File: src/rtl/flash_bus_ctrl.sv
module flash_bus_ctrl #(
  parameter int AW = 21,
  parameter int DW = 16,
  parameter logic [DW-1:0] MFR_CODE = 16'h00A5,
  parameter logic [DW-1:0] DEV_CODE = 16'h5A3C
) (
  input  logic          clk,
  input  logic          por_n,
  input  logic          ce_n,
  input  logic          oe_n,
  input  logic          we_n,
  input  logic          rp_n,
  input  logic          byte_mode,
  input  logic [AW-1:0] addr,
  input  logic [DW-1:0] dq_in,
  output logic [DW-1:0] dq_out,
  output logic [DW-1:0] dq_oe,
  output logic [2:0]    cyc,
  input  logic          mode_wr,
  input  logic [1:0]    mode_sel,
  output logic [1:0]    read_mode,
  input  logic [DW-1:0] array_data,
  input  logic [DW-1:0] status_data,
  input  logic [DW-1:0] ident_data,
  input  logic [DW-1:0] query_data,
  input  logic          op_start,
  input  logic          op_done,
  output logic          busy,
  output logic          cmd_stb,
  output logic [AW-1:0] cmd_addr,
  output logic [DW-1:0] cmd_data
);
  localparam logic [2:0] C_STBY = 3'd0, C_READ = 3'd1, C_ODIS = 3'd2,
                         C_WRITE = 3'd3, C_RST = 3'd4, C_CONF = 3'd5;
  localparam logic [DW-1:0] BYTE_LANES = {{(DW-8){1'b0}}, 8'hFF};

  logic          rd_act, wr_act, wr_q, id_hit;
  logic [DW-1:0] lanes, src;

  always_comb begin
    if (!rp_n)              cyc = C_RST;
    else if (ce_n)          cyc = C_STBY;
    else if (!we_n && oe_n) cyc = C_WRITE;
    else if (!we_n)         cyc = C_CONF;
    else if (oe_n)          cyc = C_ODIS;
    else                    cyc = C_READ;
  end

  assign rd_act = (cyc == C_READ);
  assign wr_act = (cyc == C_WRITE);
  assign lanes  = byte_mode ? BYTE_LANES : '1;
  assign id_hit = (addr[AW-1:1] == '0);

  always_comb begin
    unique case (read_mode)
      2'd0: src = array_data;
      2'd1: src = id_hit ? (addr[0] ? DEV_CODE : MFR_CODE) : ident_data;
      2'd2: src = status_data;
      default: src = query_data;
    endcase
  end

  assign dq_oe  = rd_act ? lanes : '0;
  assign dq_out = rd_act ? (src & lanes) : '0;

  always_ff @(posedge clk or negedge por_n) begin
    if (!por_n) begin
      read_mode <= 2'd0;
      busy      <= 1'b0;
      wr_q      <= 1'b0;
      cmd_stb   <= 1'b0;
      cmd_addr  <= '0;
      cmd_data  <= '0;
    end else begin
      wr_q    <= wr_act;
      cmd_stb <= wr_q && !wr_act && rp_n;
      if (wr_act) begin
        cmd_addr <= addr;
        cmd_data <= dq_in;
      end
      if (!rp_n) begin
        read_mode <= 2'd0;
        busy      <= 1'b0;
      end else begin
        if (mode_wr) read_mode <= mode_sel;
        if (op_start)     busy <= 1'b1;
        else if (op_done) busy <= 1'b0;
      end
    end
  end
endmodule


File: config.mk
export PLATFORM = sky130hd
export DESIGN_NAME = flash_bus_ctrl
export DESIGN_NICKNAME = d
export VERILOG_FILES = /design/src/rtl/flash_bus_ctrl.sv
export SDC_FILE = /design/constraint.sdc
export NUM_CORES = 1
export LEC_CHECK = 0
export BUFFER_PORTS_ARGS = -buffer_cell sky130_fd_sc_hd__buf_2
export CAP_MARGIN = 20
export CORE_ASPECT_RATIO = 0.8
export CORE_UTILIZATION = 43
export CTS_BUF_LIST = sky130_fd_sc_hd__clkbuf_16
export DETAILED_ROUTE_END_ITERATION = 12
export GPL_ROUTABILITY_DRIVEN = 0
export PLACE_DENSITY = 0.86
export SETUP_SLACK_MARGIN = 0.02
export SLEW_MARGIN = 0
export SYNTH_ARGS = -nofsm -noshare
export SYNTH_HDL_FRONTEND = slang
export SYNTH_SLANG_ARGS = --single-unit
File: constraint.sdc
create_clock -name clk -period 7.8 [get_ports clk]
set_clock_uncertainty 0.15 [all_clocks]
set_input_delay 2.34 -clock clk [delete_from_list [all_inputs] [get_ports clk]]
set_output_delay 2.34 -clock clk [all_outputs]
set_load 0.01 [all_outputs]
== Yosys cells after proc, flatten, opt, wreduce, memory -nomap -nowiden ==
Cells that the tools add are included.

* Equality and inequality tests: 6
* Mux-type cells: 16
* Bitwise logic cells: 1
* Reduce and logical (&&, ||, !) cells: 7

{| class="wikitable"
|+ Operators with widths
! operator !! number
|-
| 16-bit 2-to-1 mux || 4
|-
| 16-bit one-hot mux with 3 select lines || 1
|-
| 20-bit logical NOT || 1
|-
| 16-bit bitwise AND || 1
|-
| 15-bit 2-to-1 mux || 1
|-
| 3-bit 2-to-1 mux || 4
|-
| 2-bit 2-to-1 mux || 3
|-
| 3-bit by 1-bit == test with 1-bit output (second input constant) || 1
|-
| 3-bit by 2-bit == test with 1-bit output (second input constant) || 1
|-
| 1-bit logical AND || 3
|-
| 1-bit 2-to-1 mux || 3
|-
| 3-bit by 1-bit inequality test with 1-bit output (second input constant) || 1
|-
| 2-bit by 1-bit == test with 1-bit output (second input constant) || 1
|-
| 2-bit == test (second input constant) || 1
|-
| 1-bit logical NOT || 2
|-
| 2-bit logical NOT || 1
|-
| 2-bit by 1-bit inequality test with 1-bit output (second input constant) || 1
|}

* Register bits after elaboration: 42
* Input bits: 113
* Output and inout bits: 76
* Word-level logic and storage cells: 36

== Depth between registers and ports, before layout ==
* Depth in word-level cells: 9
* Gate-level depth with buffers: 6
* Mapped depth without buffers: 5

== Worst setup path before layout ==
OpenSTA, ideal clock, no wires.

* Path kind: input-to-output
* Start point: input addr[11]
* End point: output dq_out[4]
* Arrival: 3,433 ps
* Required time: 5,310 ps
* Slack: 1,877 ps
* Stages on the path: 6
* Path buffers: 1
* Cells stage by stage: nor4_1 and4_1 buf_4 and3_4 o21ai_0 a31oi_1

* Longest elaborated chain between the ends: 5

{| class="wikitable"
|+ Ends and longest elaborated chain
! element !! RTL line !! text
|-
| from (decl) || 14 || <nowiki>input logic [AW-1:0] addr,</nowiki>
|-
| 20-bit logical NOT || 52 || <nowiki>assign id_hit = (addr[AW-1:1] == '0);</nowiki>
|-
| 16-bit 2-to-1 mux || 57 || <nowiki>2'd1: src = id_hit ? (addr[0] ? DEV_CODE : MFR_CODE) : ident_data;</nowiki>
|-
| 16-bit one-hot mux with 3 select lines || 55 || <nowiki>unique case (read_mode)</nowiki>
|-
| 16-bit bitwise AND || 64 || <nowiki>assign dq_out = rd_act ? (src & lanes) : '0;</nowiki>
|-
| 16-bit 2-to-1 mux || 64 ||
|-
| to (decl) || 16 || <nowiki>output logic [DW-1:0] dq_out,</nowiki>
|}

No other way between the ends.

== Worst setup path in the final report ==
* Start point: input rp_n
* End point: output dq_out[11]

* Longest elaborated chain between the ends: 3

{| class="wikitable"
|+ Ends and longest elaborated chain
! element !! RTL line !! text
|-
| from (decl) || 12 || <nowiki>input logic rp_n,</nowiki>
|-
| 3-bit 2-to-1 mux || 41 || <nowiki>if (!rp_n) cyc = C_RST;</nowiki>
|-
| 3-bit by 1-bit == test with 1-bit output || 49 || <nowiki>assign rd_act = (cyc == C_READ);</nowiki>
|-
| 16-bit 2-to-1 mux || 64 ||
|}

No other way between the ends.

==> impl_metrics.env <==
export IMPL_tritoncts="done"
export IMPL_port_buffers=188
export IMPL_drive_above_1_share_pct=60.6
export IMPL_wl_per_cell_um=14.9
export IMPL_die_area_mm2=0.00595
export IMPL_cp_max_fo=18
export IMPL_yosys_warnings=0
export IMPL_hold_path_depth=2
export IMPL_synth_area_mm2=0.00243
export IMPL_critPathKind="in2out"
export IMPL_numCtsBuffers=5
export IMPL_async_flop_share_pct=100
export IMPL_vias=2393
export IMPL_clkLatencyLatePin_ns=0.27
export IMPL_final_cell_mix="buf_2, dfrtp_1, o21ai_0, mux2_2, nand2_1"
export IMPL_start_util_pct=44.6
export IMPL_area_delta_synth_final_pct=41.7
export IMPL_die_w_um=86.0
export IMPL_ys_seq_elements=42
export IMPL_core_area_mm2=0.00544
export IMPL_arrival_ns=4.18
export IMPL_ctsResizeCount=0
export IMPL_fillers=443
export IMPL_cp_common_cell="buf_2"
export IMPL_cp_end_kind="output pin"
export IMPL_dieHeight_um=69.2
export IMPL_fmax_ghz=0.150
export IMPL_grt_setup_unrepaired="no"
export IMPL_htreeDepth=2
export IMPL_p_per_area_mw_per_mm2=205
export IMPL_cts_sinks=42
export IMPL_grt_overflow_total=0
export IMPL_path_cells="buf_2 -> nor2b_4 -> and3b_1 -> buf_4 -> nor2b_1 -> o21ai_0 -> a21oi_1 -> buf_2"
export IMPL_grt_pass1_wl_um=11100
export IMPL_vias_per_cell=5.05
export IMPL_fin_nets=508
export IMPL_path_clk_slew_ns=0.06
export IMPL_grt_util_all_layers_pct=23.8
export IMPL_final_hold_viol_count=0
export IMPL_place_inst=466
export IMPL_post_route_util_pct=63.2
export IMPL_tns_ns=0
export IMPL_antenna_found_initial=0
export IMPL_cp_slowest_cell="nor2b_1"
export IMPL_ir_drop_uv=174
export IMPL_synth_edf_count=0
export IMPL_rows=24
export IMPL_reg2regPathDepth=2
export IMPL_stdcell_count=474
export IMPL_yosysSeqAreaShare_pct=43.3
export IMPL_drc=0
export IMPL_cts_buffer_depth=2
export IMPL_root_buffer="clkbuf_16"
export IMPL_required_ns=5.31
export IMPL_antenna_left=0
export IMPL_postCtsHoldBufs=0
export IMPL_synth_cell_type_count=35
export IMPL_worst_pin_slew_ns=1.04
export IMPL_grt_pass1_vias=2443
export IMPL_slew_headroom_pct=30.3
export IMPL_setup_violations=0
export IMPL_final_common_cell="buf_2"
export IMPL_slew_viol_final=0
export IMPL_leakagePower_nw=1.83
export IMPL_grt_max_degree=43
export IMPL_status="completed"
export IMPL_diodes=0
export IMPL_drt_pass1_iter_count=4
export IMPL_drt_wl_total_um=7070
export IMPL_synth_nets=341
export IMPL_post_route_period_util_pct=85.5
export IMPL_ios=189
export IMPL_drtIter0Drc=87
export IMPL_cp_start_kind="input port"
export IMPL_postCtsSetupBuffers=0
export IMPL_min_period_ns=6.67
export IMPL_power_mw=0.704
export IMPL_slowest_delay_ns=0.67
export IMPL_synth_cells=228
export IMPL_place_hpwl_um=5430
export IMPL_avgSynthCellArea_um2=10.6
export IMPL_cap_violations=0
export IMPL_synth_flop_cell="dfrtp_1"
export IMPL_hold_path_class="reg2reg"
-- registers in the layout, summed over array words and instances, names as in the netlist --
register,count
cmd_addr,21
wr_q,1
read_mode,2
cmd_stb,1
cmd_data,16
busy,1
-- power by group --
group          total [mW]  switching, mW  internal [mW]
registers           0.287         0.0255          0.261
clock network       0.234         0.0822          0.151
logic               0.184         0.0848         0.0993
-- final timing paths --
path | startpoint | end | slack (ns)
hold reg to reg | wr_q | cmd_stb | 0.35
hold / removal | wr_q | cmd_stb | 0.35
setup reg to reg | read_mode[0] | read_mode[0] | 6.38
setup / recovery | rp_n | dq_out[11] | 1.13
max in group asynchronous | por_n | cmd_stb | 4.88
min in group asynchronous | por_n | cmd_data[7] | 2.04
-- per-layer routing --
layer | wire length, um | part of all wire (%) | track usage (%)
met5 | 0 | 0 | 0
met1 | 2900 | 41 | 27.5
met2 | 3570 | 50 | 42.9
met3 | 546 | 7.7 | 7.02
met4 | 62 | 0.88 | 5.56
-- cells by family (layout without fill, tap and decap cells) --
kind of cell	Yosys count	after routing	synth area share [%]
AOI/OAI and AO/OA	63	63	15.4
and+or+nand+nor	53	53	12.5
DFF	42	42	43.3
muxes	41	41	20.4
buffers and inverters	29	197	8.41
-- through the flow --
stage / worst slack, ns / hold slack, ns / area, um2
after global routing: 0.906 / 0.366 / 3440
after CTS: 1.15 / 0.350 / 3440
after global placement: 1.32 / 0.323 / 3270
after floorplan: 1.88 / 0.299 / 2430
final: 1.13 / 0.346 / 3440
after detailed placement: 1.16 / 0.339 / 3270
-- worst max-delay path, delay by kind of cell --
family | cells | cell delay, ns
buffers and inverters | 3 | 0.48
AO/OA/AOI/OAI | 2 | 0.38
AND/OR/NAND/NOR | 3 | 0.98
-- synthesized netlist by cell type (all sizes together) (6+ instances only) --
cell type	count	share of area, %
mux2	37	19
o21ai	28	5.8
dfrtp	42	43
a31oi	8	2.1
a21oi	10	2.1
buf	23	7.5
nor2b	6	1.9
clkbuf	6	0.93
nor2	6	0.93
o21a	6	1.9
a21boi	7	2.2
nand2	22	3.5
-- layout make-up --
class / instances / area (um2) / share of cell area (%)
Multi-Input combinational cell: 157 / 1170 / 34.1
Sequential cell: 42 / 1050 / 30.6
Timing Repair Buffer: 189 / 948 / 27.6
Clock buffer: 5 / 125 / 3.64
Tap cell: 78 / 97.6 / 2.84
Clock inverter: 3 / 43.8 / 1.27
(Power assumes the default switching activity.)
